**src/rtl/bpd_pkg.sv**
```systemverilog
`timescale 1ns/1ps
package bpd_pkg;

    typedef enum logic [1:0] {
        CODE_AMI     = 2'b00,
        CODE_B3ZS    = 2'b01,
        CODE_HDB3    = 2'b10,
        CODE_AMI_ALT = 2'b11
    } line_code_e;

    typedef enum logic [1:0] {
        POL_NONE = 2'b00,
        POL_POS  = 2'b01,
        POL_NEG  = 2'b10
    } pol_state_e;

    typedef struct packed {
        logic dat;
        logic bpv;
        logic cerr;
    } slot_t;

    typedef struct packed {
        logic       byp;
        line_code_e code;
    } cfg_t;

endpackage

```
**src/rtl/bpd_polarity_fsm.sv**
```systemverilog
`timescale 1ns/1ps
module bpd_polarity_fsm
    import bpd_pkg::*;
(
    input  logic clk,
    input  logic rst,
    input  logic hold_none,
    input  logic pos_i,
    input  logic neg_i,
    output logic is_mark,
    output logic is_viol,
    output logic is_illegal
);

    pol_state_e st_q;
    pol_state_e st_d;

    // state register
    always_ff @(posedge clk) begin
        if (rst) begin
            st_q <= POL_NONE;
        end else begin
            st_d_apply: st_q <= st_d;
        end
    end

    // next state: T_TO_NONE, T_MARK_POS, T_MARK_NEG, T_HOLD
    always_comb begin
        st_d = st_q;
        if (hold_none || (pos_i && neg_i)) begin
            st_d = POL_NONE;
        end else if (pos_i) begin
            st_d = POL_POS;
        end else if (neg_i) begin
            st_d = POL_NEG;
        end
    end

    // outputs: symbol classification against the stored polarity
    always_comb begin
        is_illegal = pos_i & neg_i & ~hold_none;
        is_mark    = (pos_i ^ neg_i) & ~hold_none;
        is_viol    = 1'b0;
        unique case (st_q)
            POL_NONE: is_viol = 1'b0;
            POL_POS:  is_viol = is_mark & pos_i;
            POL_NEG:  is_viol = is_mark & neg_i;
            default:  is_viol = 1'b0;
        endcase
    end

endmodule

```
**src/rtl/bpd_subst_window.sv**
```systemverilog
`timescale 1ns/1ps
module bpd_subst_window
    import bpd_pkg::*;
#(
    parameter int B3_LEN   = 3,
    parameter int HDB3_LEN = 4,
    parameter int WIN      = 4
) (
    input  logic  clk,
    input  logic  rst,
    input  cfg_t  cfg,
    input  logic  pos_i,
    input  logic  is_mark,
    input  logic  is_viol,
    input  logic  is_illegal,
    output slot_t tap_o,
    output logic  idle_o
);

    localparam int B3_FILL = B3_LEN - 2;
    localparam int HD_FILL = HDB3_LEN - 2;
    localparam logic [WIN-1:0] B3_ZMASK = WIN'((1 << B3_FILL) - 1);
    localparam logic [WIN-1:0] HD_ZMASK = WIN'((1 << HD_FILL) - 1);

    slot_t [WIN-1:0] sr_q;
    slot_t [WIN-1:0] sr_d;
    slot_t           new_slot;
    logic  [WIN-1:0] dat_vec;
    logic  [WIN-1:0] busy_vec;
    logic  [WIN-1:0] clr_vec;
    logic            b3_ok;
    logic            hd_ok;
    logic            sub_hit;

    for (genvar i = 0; i < WIN; i++) begin : g_view
        assign dat_vec[i]  = sr_q[i].dat;
        assign busy_vec[i] = |sr_q[i];
    end

    assign b3_ok = ~|(dat_vec & B3_ZMASK);
    assign hd_ok = ~|(dat_vec & HD_ZMASK);

    // build the incoming slot and decide on substitution removal
    always_comb begin
        new_slot = '0;
        sub_hit  = 1'b0;
        clr_vec  = '0;
        if (cfg.byp) begin
            new_slot.dat = pos_i;
        end else if (is_illegal) begin
            new_slot.dat  = 1'b1;
            new_slot.cerr = 1'b1;
        end else if (is_viol) begin
            new_slot.bpv = 1'b1;
            unique case (cfg.code)
                CODE_B3ZS: begin
                    sub_hit = b3_ok;
                    if (b3_ok) clr_vec = WIN'(1) << B3_FILL;
                end
                CODE_HDB3: begin
                    sub_hit = hd_ok;
                    if (hd_ok) clr_vec = WIN'(1) << HD_FILL;
                end
                CODE_AMI, CODE_AMI_ALT: sub_hit = 1'b0;
                default:                sub_hit = 1'b0;
            endcase
            if (!sub_hit) begin
                new_slot.dat  = 1'b1;
                new_slot.cerr = 1'b1;
            end
        end else if (is_mark) begin
            new_slot.dat = 1'b1;
        end
    end

    // shift with fill clearing
    always_comb begin
        sr_d[0] = new_slot;
        for (int i = 1; i < WIN; i++) begin
            sr_d[i] = sr_q[i-1];
            if (clr_vec[i-1]) begin
                sr_d[i].dat  = 1'b0;
                sr_d[i].cerr = 1'b0;
            end
        end
    end

    always_ff @(posedge clk) begin
        if (rst) begin
            sr_q <= '0;
        end else begin
            sr_q <= sr_d;
        end
    end

    // output tap per code
    always_comb begin
        tap_o = sr_q[0];
        if (!cfg.byp) begin
            unique case (cfg.code)
                CODE_B3ZS:              tap_o = sr_q[B3_LEN-1];
                CODE_HDB3:              tap_o = sr_q[HDB3_LEN-1];
                CODE_AMI, CODE_AMI_ALT: tap_o = sr_q[0];
                default:                tap_o = sr_q[0];
            endcase
        end
    end

    assign idle_o = ~|busy_vec & ~|new_slot;

endmodule

```
**src/rtl/bipolar_decoder.sv**
```systemverilog
`timescale 1ns/1ps
module bipolar_decoder
    import bpd_pkg::*;
#(
    parameter int B3_LEN   = 3,
    parameter int HDB3_LEN = 4
) (
    input  logic       clk,
    input  logic       rst,
    input  logic [1:0] mode_sel,
    input  logic       bypass,
    input  logic       pos_in,
    input  logic       neg_in,
    output logic       nrz_out,
    output logic       bpv_out,
    output logic       code_err
);

    localparam int WIN = (HDB3_LEN > B3_LEN) ? HDB3_LEN : B3_LEN;

    cfg_t       cfg_q;
    logic       is_mark;
    logic       is_viol;
    logic       is_illegal;
    logic       win_idle;
    slot_t      tap;
    logic       act_byp;
    logic [1:0] act_code;

    // configuration register: loads at reset or on an empty window
    always_ff @(posedge clk) begin
        if (rst || win_idle) begin
            cfg_q <= '{byp: bypass, code: line_code_e'(mode_sel)};
        end
    end

    assign act_byp  = cfg_q.byp;
    assign act_code = cfg_q.code;

    bpd_polarity_fsm i_fsm (
        .clk        (clk),
        .rst        (rst),
        .hold_none  (cfg_q.byp),
        .pos_i      (pos_in),
        .neg_i      (neg_in),
        .is_mark    (is_mark),
        .is_viol    (is_viol),
        .is_illegal (is_illegal)
    );

    bpd_subst_window #(
        .B3_LEN   (B3_LEN),
        .HDB3_LEN (HDB3_LEN),
        .WIN      (WIN)
    ) i_win (
        .clk        (clk),
        .rst        (rst),
        .cfg        (cfg_q),
        .pos_i      (pos_in),
        .is_mark    (is_mark),
        .is_viol    (is_viol),
        .is_illegal (is_illegal),
        .tap_o      (tap),
        .idle_o     (win_idle)
    );

    assign nrz_out  = tap.dat;
    assign bpv_out  = tap.bpv;
    assign code_err = tap.cerr;

endmodule

```
**config.mk**
```make
export PLATFORM = sky130hd
export DESIGN_NAME = bipolar_decoder
export DESIGN_NICKNAME = d
export VERILOG_FILES = /design/src/rtl/bpd_pkg.sv /design/src/rtl/bpd_polarity_fsm.sv /design/src/rtl/bpd_subst_window.sv /design/src/rtl/bipolar_decoder.sv
export SDC_FILE = /design/constraint.sdc
export NUM_CORES = 1
export LEC_CHECK = 0
export BUFFER_PORTS_ARGS = -buffer_cell sky130_fd_sc_hd__buf_2
export CAP_MARGIN = 20
export CORE_UTILIZATION = 42
export CTS_CLUSTER_DIAMETER = 150
export DETAILED_ROUTE_END_ITERATION = 12
export PLACE_DENSITY_LB_ADDON = 0.15
export SETUP_SLACK_MARGIN = 0.15
export SKIP_CTS_REPAIR_TIMING = 1
export SYNTH_ARGS = -nofsm -noshare
export SYNTH_HDL_FRONTEND = slang
export SYNTH_SLANG_ARGS = --single-unit
export TNS_END_PERCENT = 10
```
**constraint.sdc**
```tcl
create_clock -name clk -period 1.7 [get_ports clk]
set_clock_uncertainty 0.1 [all_clocks]
set_input_delay 0.085 -clock clk [delete_from_list [all_inputs] [get_ports clk]]
set_output_delay 0.085 -clock clk [all_outputs]
set_load 0.01 [all_outputs]
```
==> results of run 1 <==
per-layer routing:
| metal | global-route usage (%) | up-vias | routed length [um] |
|---|---|---|---|
| met1 | 21.39 | 317 | 769 |
| met2 | 27.22 | 11 | 764 |
| met3 | 5.882 | 4 | 48 |
| li1 | - | 343 | - |
| met5 | 0 | - | 0 |
| met4 | 7.059 | 0 | 17 |
layout make-up:
type / instances / area share (%)
Multi-Input combinational cell: 57 / 44.15
Timing Repair Buffer: 22 / 14.64
Sequential cell: 17 / 33.83
Inverter: 6 / 2.043
Tap cell: 25 / 2.838
Clock buffer: 3 / 2.043
Clock inverter: 1 / 0.4540
flip-flops by register name (all words and copies together), names as in the netlist:
signal,flops
i_fsm.st_q,2
act_byp,1
act_code,2
i_win.dat_vec,4
i_win.sr_q,5
i_win.sr_d,3
stage by stage:
stage / hold WS, ns / util, % / cell area, um^2 / instances
global route: 0.01482 / 61.82 / 1102 / 131
finish: 0.01940 / 61.82 / 1102 / 131
CTS: -0.1477 / 56.28 / 1003 / 126
global placement: 0.1624 / 54.74 / 975.9 / 122
detailed placement: 0.1631 / 54.74 / 975.9 / 122
floorplan: 0.05578 / - / 859.6 / 83
synthesized netlist by cell type:
library cell and count:
nand2_1 2, or2_1 1, mux2i_1 2, and2b_2 2
nor2b_1 7, clkbuf_1 1, nor3_4 1, o22ai_1 1
o21ai_0 4, nor4_1 5, dfxtp_1 14, a21oi_2 1
and2_2 1, ha_1 6, nand2b_4 1, a21oi_1 2
inv_1 6, and2_1 4, nor3_1 1, o21bai_1 2
o311a_1 1, a31oi_1 3, nor2_1 5, o221a_1 1
buf_6 1, edfxtp_1 3, a22oi_1 4, buf_2 1
worst max path at each step:
stage	end	slack [ns]	depth (start not counted)
2_1_floorplan	act_byp$_DFFE_PP_	0.08	6
3_3_place_gp	act_code[1]$_DFFE_PP_	0.02	6
3_5_place_dp	act_code[1]$_DFFE_PP_	0.002	6
4_1_cts	code_err	-0.22	6
5_1_grt	code_err	-0.20	6
6_report	bpv_out	-0.1	6
worst reg2reg max path, cell delays in order (launching register included):
cell     delay (ns)
dfxtp_2        0.34
inv_2          0.04
ha_4           0.16
mux2i_4        0.19
nor3_4         0.26
a21oi_2        0.10
o221a_1        0.26
logic make-up (layout without fill, tap and decap cells):
family	Yosys count	count (layout)
AOI/OAI and AO/OA	19	19
DFF	17	17
and+or+nand+nor	30	30
adders and majority gates	6	6
buffers and inverters	9	32
muxes	2	2
power breakdown:
part	internal (uW)	switching [uW]
combinational	128	106
sequential	433	17.7
clock	87.6	124
total	649	247
==> results.md, run 1 <==
- Share of layout cells above drive strength 1: between 30% and 40%
- I/O Pins: 10
- Multi-input logic area: about 490 um^2
- Worst slew margin: 75.83%
- Setup TNS: -0.2726 ns
- CTS tree: yes
- RSZ-0062 raised after global routing: true
- CP Launch Point: act_code[0]$_DFFE_PP_
- Clock latency at the later pin of the worst-skew pair: 0.29 ns
- #FFs+latches synth: 17
- Slew Limit Fails: 0
- Syn Inst Count: between 80 and 90
- Most frequent cells in the layout: dfxtp_1 (12), buf_2 (9), buf_4 (7)
- Leakage: 0.0004579 uW
- Setup slack after layout: -0.09838 ns
- Core area: 1783 um^2
- FF-to-FF End: act_code[1]$_DFFE_PP_
- Class of the worst hold path: input pin to flop
- Syn Std Cell Area: 830.8 um^2
- Fillers: 150
- Post-route DRC violation count: 0
- Arr. time, crit path: roughly 1.6 ns
- WP buf/inv: 2
- Initial Utilization: 46.60%
- Die H: between 40 and 50 um
- Mux cell area share after synthesis: 2.410%
- Wirelength, routed: 1.600 mm
- Simple-gate portion of the synthesized area: between 20% and 30%
- Post-synth top area share: 33.73%
- Pwr Total: 896.1 uW
- Inserted Diodes: 0
- Largest net degree at the start of global routing: 11
- Die width: 46.48 um
- Distinct cell type count after synthesis: 28
- Fin crit share: 105.8%
- Fin crit period: 1.798 ns
- Reg2Reg Depth: 6
- Sequential area share after synthesis: between 40% and 50%
- Wirelength per Cell: 12.21 um
- Max VDD drop: ~0.00042 V
- Synth area leader: dfxtp_1
- Max Buffers Root-to-Sink: 2
- Critical Path Max Stage Delay: 0.44 ns
- Status: complete, but fails checks
- Least-Margin Pin Slew: 0.3593 ns
- DP Wirelength: 1.193 mm
- Die ar.: 2160 um^2
- First-pass GRT wire length: roughly 2.6 mm
- Power per cell area: 812.9 nW/um^2
- Gr ovfl total: 0
- RePlAce Congestion: 0.8369
- Compound-Gate Fraction of Synth Area: 15.66%
- Critical path capture point type: output pin
- PortBufs: 9
- GRT Total Usage: 17.31%
- CP delay by family, top: flip-flops
- DR vias/cell: 5.153
- Clock Sinks: 17
- Post-Synth Adder-Cell Area: 9.036%
- Total CTS buffers: 3
- Row cnt: 15
- 1st-pass router iterations: 4
- CP required: between 1.5 and 2 ns
- Kind of critical path: flop to output pin
- # nets final: 120
- Hold Path End: i_fsm.st_q[1]$_SDFFE_PP0P_
- Failing checks: negative setup slack
- Vias: 675
- R2R setup slack: 0 ns
- FF-to-FF Start: i_fsm.st_q[0]$_SDFFE_PP0P_
- Most common cell after layout, fill and taps aside: dfxtp_1
- XOR/XNOR Fraction of Synth Area: 0%
- Slowest-stage cell, CP: edfxtp_1
- Cell Chain, Critical Path: ha_2, buf_6, and2b_2, a22oi_2, o21ai_0, buf_2
- Top post-synthesis cells by area: dfxtp_1 (34%), edfxtp_1 (11%), ha_1 (9.0%), nor2b_1 (5.3%), nor4_1 (3.8%)
- Worst Setup Start Kind: flop
- First DRT Iteration DRCs: 6
- Max_cap viols: 0
- DP Worst Slack: about 0.0018 ns
- Warnings from Yosys: 0
- Synthesized area per cell: 10.01 um^2
- Main combinational cell family by area after synthesis: simple AND/OR/NAND/NOR gates
- Synth Net Count: 96
- Achievable Freq: 556.1 MHz
- FF/Latch Area: approximately 370 um^2
- Worst-path clk slew: 0.09 ns
- H-Tree Depth: 1
- Final hold violation count: 0
- Hold Crit Depth: 3
- Crit path max fanout: 6
- Number of global-route vias before repair: ~600
- Root buffer cell: clkbuf_4
- Area Overhead vs Synth: 32.68%
- DRT antenna net count: 0
- HP Start: pos_in
- Initial antenna violation count: 0
- Final setup fails: 6
Note: power is estimated with default switching activity, not from simulation.
==> run 2: changes to the inputs <==
--- a/config.mk
+++ b/config.mk
@@ -5,12 +5,14 @@
 export SDC_FILE = /design/constraint.sdc
 export NUM_CORES = 1
 export LEC_CHECK = 0
+export ABC_AREA = 0
 export BUFFER_PORTS_ARGS = -buffer_cell sky130_fd_sc_hd__buf_2
 export CAP_MARGIN = 20
 export CORE_UTILIZATION = 42
 export CTS_CLUSTER_DIAMETER = 150
 export DETAILED_ROUTE_END_ITERATION = 12
 export PLACE_DENSITY_LB_ADDON = 0.15
+export RECOVER_POWER = 25
 export SETUP_SLACK_MARGIN = 0.15
 export SKIP_CTS_REPAIR_TIMING = 1
 export SYNTH_ARGS = -nofsm -noshare
==> constraint.sdc (replaced) <==
create_clock -name clk -period 2.31 [get_ports clk]
set_clock_uncertainty 0.1 [all_clocks]
set_input_delay 0.1155 -clock clk [delete_from_list [all_inputs] [get_ports clk]]
set_output_delay 0.1155 -clock clk [all_outputs]
set_load 0.01 [all_outputs]
==> run 2 against run 1 <==
The flow now finishes without violations. Setup slack improved by 0.44 ns. Non-clock buffer count fell by 9. Design area fell by 14%. Critical endpoint is now act_byp$_DFFE_PP_. Utilization fell by 8.4 points. Critical path type is now input pin to flop. Wire length fell by 8.4%. Sequential power fell by 26%. Sequential cell count did not move. Total power fell by 33%. Largest cell class unchanged.
==> results.md, run 2 (synthesis gave the netlist of run 1 again) <==
- H-Tree Depth: 1 (unchanged)
- First-pass GRT wire length: 2.484 mm (-3.5%)
- Slowest-stage cell, CP: dlygate4sd3_1
- Wirelength, routed: 1.465 mm (-8.4%)
- FF-to-FF End: act_byp$_DFFE_PP_
- Clock latency at the later pin of the worst-skew pair: 0.29 ns (about the same)
- RePlAce Congestion: 0.7743 (-7.5%)
- Initial Utilization: 46.60% (unchanged)
- Most frequent cells in the layout: dfxtp_1 (14), buf_2 (9), nor2b_1 (7)
- PortBufs: 9 (unchanged)
- Largest net degree at the start of global routing: 12 (+1)
- Critical path capture point type: flop
- Core area: 1783 um^2 (unchanged)
- Final hold violation count: 0 (unchanged)
- RSZ-0062 raised after global routing: false
- Class of the worst hold path: input pin to flop
- Post-route DRC violation count: 0 (unchanged)
- Wirelength per Cell: 12.01 um (-1.7%)
- Root buffer cell: clkbuf_4
- Least-Margin Pin Slew: 0.3352 ns (-0.02404 ns)
- CP Launch Point: pos_in
- Final setup fails: 0 (-6)
- Most common cell after layout, fill and taps aside: dfxtp_1
- Die width: 46.48 um (unchanged)
- Max Buffers Root-to-Sink: 2 (unchanged)
- Fillers: 179 (+19%)
- Setup TNS: 0 ns (+0.2726 ns)
- Max FFs per register: 5 (unchanged)
- Max_cap viols: 0 (unchanged)
- Achievable Freq: 508.6 MHz
- Max VDD drop: 0.0004417 V (+4.9%)
- Pwr Total: 597.2 uW (-33%)
- Status: complete, no violations
- I/O Pins: 10 (unchanged)
- Critical Path Max Stage Delay: 0.52 ns (+0.08 ns)
- Fin crit period: ~2 ns
- CTS tree: yes
- Area Overhead vs Synth: 14.76%
- Top reg by flops: i_win.sr_q
- Initial antenna violation count: 0 (unchanged)
- DP Wirelength: 1.098 mm (-7.9%)
- FF-to-FF Start: act_code[0]$_DFFE_PP_
- Row cnt: 15 (unchanged)
- Die H: 46.48 um (unchanged)
- Share of layout cells above drive strength 1: 18.56% (-21 points)
- Arr. time, crit path: 1.86 ns (+0.25 ns)
- CP required: 2.21 ns (+0.70 ns)
- CP delay by family, top: buffers and inverters
- Fin crit share: 85.11%
- WP buf/inv: 3 (+1)
- Worst Setup Start Kind: input pin
- Worst slew margin: 77.44% (+1.6 points)
- 1st-pass router iterations: 4 (unchanged)
- GRT Total Usage: 17.18% (-0.13 points)
- Clock Sinks: 17 (unchanged)
- Inserted Diodes: 0 (unchanged)
- Leakage: 0.0003971 uW (-13%)
- Crit path max fanout: 7 (+1)
- Die ar.: 2160 um^2 (unchanged)
- Worst-path clk slew: 0.09 ns (about the same)
- DRT antenna net count: 0 (unchanged)
- Cell Chain, Critical Path: dlygate4sd3_1, buf_2, inv_1, ha_1, nand2b_4, o21bai_1, o311a_1, o221a_1
- Number of global-route vias before repair: 538 (-9.7%)
- Kind of critical path: input pin to flop
- Vias: 621 (-8.0%)
- Total CTS buffers: 3 (unchanged)
- Slew Limit Fails: 0 (unchanged)
- Worst path depth: 8 (+2)
- Gr ovfl total: 0 (unchanged)
- Reg2Reg Depth: 6 (unchanged)
- R2R setup slack: 0.50 ns (+0.50 ns)
- First DRT Iteration DRCs: 15 (+9)
- Crit path to: act_byp$_DFFE_PP_
- DR vias/cell: 5.090 (-1.2%)
- Power per cell area: 626.4 nW/um^2 (-23%)
- # nets final: 111 (-7.5%)
==> run 2: changes by cell type in the layout (fill, tap and decap cells not counted), sizes merged <==
| cell | change |
|---|---|
| buf | -10 |
| clkbuf | +1 |
| clkinv | -1 |
| dlygate4sd3 | +1 |
==> run 2: worst min path at each step <==
| stage | from | endpoint | depth (start not counted) |
|---|---|---|---|
| after floorplan | pos_in | i_fsm.st_q[1]$_SDFFE_PP0P_ | 1 |
| after global placement | bypass | act_byp$_DFFE_PP_ | 1 |
| after detailed placement | mode_sel[0] | act_code[0]$_DFFE_PP_ | 1 |
| after CTS | mode_sel[0] | act_code[0]$_DFFE_PP_ | 1 |
| after global routing | neg_in | i_fsm.st_q[1]$_SDFFE_PP0P_ | 3 |
| final | rst | i_win.dat_vec[1]$_SDFF_PP0_ | 2 |
==> run 2: power breakdown <==
part           internal [uW]  switching [uW]
sequential               319            15.7
clock                   67.2            87.6
combinational           52.2            56.0
total                    438             159
==> run 2: layout make-up <==
class,instances,area (um^2),area share (%)
inverters,6,22.52,2.362
well taps,25,31.28,3.281
clock buffers,4,26.28,2.756
multi-input cells,57,417.9,43.83
flip-flops and latches,17,370.4,38.85
repair buffers,13,85.08,8.924
==> run 2: routing by layer <==
metal,up-vias,track usage [%],routed length (um)
li1,323,-,-
met1,282,23.67,758
met2,11,22.50,620
met3,5,5.882,44
met4,0,10.59,41
met5,-,0,0
==> run 2: per-stage QoR <==
stage / cell area (um^2) / hold WS [ns] / util, % / setup slack, ns / std cells
2_1_floorplan: 830.8 / 0.09376 / - / 0.6410 / 83
3_3_place_gp: 887.1 / 0.1940 / 49.75 / 0.4985 / 114
3_5_place_dp: 887.1 / 0.1936 / 49.75 / 0.5195 / 114
4_1_cts: 913.4 / -0.1131 / 51.23 / 0.4556 / 118
5_1_grt: 953.4 / 0.008975 / 53.47 / 0.2948 / 122
6_report: 953.4 / 0.02669 / 53.47 / 0.3439 / 122
==> run 3: changes to the inputs <==
--- a/config.mk
+++ b/config.mk
@@ -8,7 +8,7 @@
 export ABC_AREA = 0
 export BUFFER_PORTS_ARGS = -buffer_cell sky130_fd_sc_hd__buf_2
 export CAP_MARGIN = 20
-export CORE_UTILIZATION = 42
+export CORE_UTILIZATION = 44
 export CTS_CLUSTER_DIAMETER = 150
 export DETAILED_ROUTE_END_ITERATION = 12
 export PLACE_DENSITY_LB_ADDON = 0.15
==> run 3 against run 2 <==
The flow now finishes with violations (negative hold slack). Design area fell by 0.92%. Utilization rose by 0.65 points. Wire length rose by 8.9%. Count of clock-buffer cells in the layout fell by 1. Sequential cell count did not move. Critical path type is now flop to flop. Largest cell class unchanged.
==> results.md, run 3 (synthesis gave the netlist of run 1 again) <==
- Status: complete, but fails checks
- Failing checks: negative hold slack
- 1st-pass router iterations: 4 (unchanged)
- Fillers: 161 (-10%)
- Slew Limit Fails: 0 (unchanged)
- DRT antenna net count: 0 (unchanged)
- R2R setup slack: 0.43 ns (-0.07 ns)
- Critical Path Max Stage Delay: 0.43 ns (-0.09 ns)
- Post-route DRC violation count: 0 (unchanged)
- FF-to-FF Start: act_code[0]$_DFFE_PP_
- Gr ovfl total: 0 (unchanged)
- CTS tree: yes
- Die width: 45.46 um (-2.2%)
- Sw Pwr: 164.6 uW (+3.4%)
- Die ar.: 2066 um^2 (-4.3%)
- Clock share of power: 25.7% (-0.2 points)
- Final hold violation count: 1 (+1)
- HP Start: pos_in
- Reg2Reg Depth: 6 (unchanged)
- Core area: 1745 um^2 (-2.1%)
- PortBufs: 9 (unchanged)
- Slowest-stage cell, CP: edfxtp_1
- Power per cell area: 634.0 nW/um^2 (+1.2%)
- Top reg by flops: i_win.sr_q
- Share of layout cells above drive strength 1: 19.79% (+1.2 points)
- Initial antenna violation count: 0 (unchanged)
- Achievable Freq: 530.6 MHz (+4.3%)
- Class of the worst hold path: input pin to flop
- GRT Total Usage: 17.69% (+0.51 points)
- CP required: 2.20 ns (about the same)
- Wirelength per Cell: 13.18 um (+9.8%)
- Critical path capture point type: flop
- Least-Margin Pin Slew: 0.3376 ns (+0.002329 ns)
- I/O Pins: 10 (unchanged)
- DR vias/cell: 5.281 (+3.7%)
- Setup TNS: 0 ns (unchanged)
- Pwr Total: 598.9 uW (+0.28%)
- Vias: 639 (+2.9%)
- Most common cell after layout, fill and taps aside: dfxtp_1
- First DRT Iteration DRCs: 23 (+8)
- Clock Sinks: 17 (unchanged)
- Max Buffers Root-to-Sink: 2 (unchanged)
- Die H: 45.46 um (-2.2%)
- RSZ-0062 raised after global routing: false
- Worst-path clk slew: 0.10 ns (about the same)
- Max_cap viols: 0 (unchanged)
- Kind of critical path: flop to flop
- RePlAce Congestion: 0.7523 (-2.8%)
- Wirelength, routed: 1.595 mm (+8.9%)
- Sw frac: 27.48% (+0.82 points)
- Top Usage Layer GRT: met1
- Hold Path End: i_fsm.st_q[1]$_SDFFE_PP0P_
- H-Tree Depth: 1 (unchanged)
- Largest net degree at the start of global routing: 12 (unchanged)
- Root buffer cell: clkbuf_4
- Cell Chain, Critical Path: inv_1, ha_1, nor2b_1, o21bai_1, a21oi_2, o221a_1
- Initial Utilization: 47.60% (+1.0 points)
- Worst Setup Start Kind: flop
- Final setup fails: 0 (unchanged)
- Clock latency at the later pin of the worst-skew pair: 0.28 ns (about the same)
- Hold Crit Depth: 2 (unchanged)
- Met2 capacity usage during global routing: 24.29% (+1.8 points)
- Arr. time, crit path: 1.78 ns (-0.08 ns)
- Area Overhead vs Synth: 13.70%
- Total CTS buffers: 3 (unchanged)
- Leakage: 0.0003956 uW (-0.36%)
- Internal power: 434.3 uW (-0.85%)
- GR Util met1: 26.62% (+2.9 points)
- DP Wirelength: 1.136 mm (+3.4%)
- Gate power share: 18.5% (+0.4 points)
- Fin crit share: 81.59% (-3.5 points)
- Hold Slack: -0.01017 ns (-0.03686 ns)
- Fin crit period: 1.885 ns (-0.08138 ns)
- FF-to-FF End: act_code[0]$_DFFE_PP_
- Most frequent cells in the layout: dfxtp_1 (14), buf_2 (9), nor2b_1 (7)
- Crit path max fanout: 3 (-4)
- Number of global-route vias before repair: 531 (-1.3%)
- Met3 Resource Use GR: 4.762% (-1.1 points)
- Row cnt: 15 (unchanged)
- Share of power burned in registers: 55.8% (-0.2 points)
- Max FFs per register: 5 (unchanged)
- # nets final: 110 (-0.90%)
- Worst slew margin: 77.29% (-0.16 points)
- First-pass GRT wire length: 2.532 mm (+1.9%)
- Max VDD drop: 0.0004358 V (-1.3%)
- Inserted Diodes: 0 (unchanged)
==> run 3: metal layers <==
metal / wire length, um / share of wire [%] / vias up
met1: 811 / 51 / 300
met2: 715 / 45 / 18
li1: - / - / 319
met5: 0 / 0 / -
met4: 14 / 0.88 / 0
met3: 53 / 3.3 / 2
==> run 3: layout make-up <==
| type | instances | area, um^2 | share of cell area, % |
|---|---|---|---|
| Multi-Input combinational cell | 57 | 417.9 | 44.24 |
| Timing Repair Buffer | 12 | 75.07 | 7.947 |
| Inverter | 6 | 22.52 | 2.384 |
| Clock buffer | 3 | 22.52 | 2.384 |
| Tap cell | 25 | 31.28 | 3.311 |
| Sequential cell | 17 | 370.4 | 39.21 |
| Clock inverter | 1 | 5.005 | 0.5298 |
==> run 3: worst max-delay path, delay by kind of cell, from the launching register on <==
kind | cells | cell delay (ns)
AOI/OAI and AO/OA | 3 | 0.60
buffers and inverters | 1 | 0.08
adders and majority gates | 1 | 0.18
and+or+nand+nor | 1 | 0.21
DFF | 1 | 0.43
==> run 3: power groups by stage <==
stage	clock network (uW)	registers [uW]	logic (uW)
detailed placement	0	341	104
CTS	160	334	106
floorplan	0	333	88.0
finish	154	334	111
global route	175	337	122
global placement	0	340	104
==> run 3: worst max path at each step <==
stage,start,to,slack (ns),cells after the start
CTS,act_code[0]$_DFFE_PP_,act_code[0]$_DFFE_PP_,0.43,6
global route,act_code[0]$_DFFE_PP_,act_byp$_DFFE_PP_,0.31,6
floorplan,act_code[0]$_DFFE_PP_,act_byp$_DFFE_PP_,0.64,6
detailed placement,act_code[0]$_DFFE_PP_,act_code[1]$_DFFE_PP_,0.50,6
global placement,act_code[0]$_DFFE_PP_,act_code[0]$_DFFE_PP_,0.51,6
finish,act_code[0]$_DFFE_PP_,act_code[0]$_DFFE_PP_,0.43,6
==> run 3: stage by stage <==
stage | util, % | setup WS [ns] | instances | cell area [um^2] | hold slack, ns
after floorplan | - | 0.6410 | 83 | 830.8 | 0.09376
after global placement | 50.82 | 0.5089 | 114 | 887.1 | 0.1921
after detailed placement | 50.82 | 0.4984 | 114 | 887.1 | 0.1936
after CTS | 52.40 | 0.4294 | 118 | 914.6 | -0.1031
after global routing | 54.12 | 0.3124 | 121 | 944.7 | 0.001070
final | 54.12 | 0.4253 | 121 | 944.7 | -0.01017
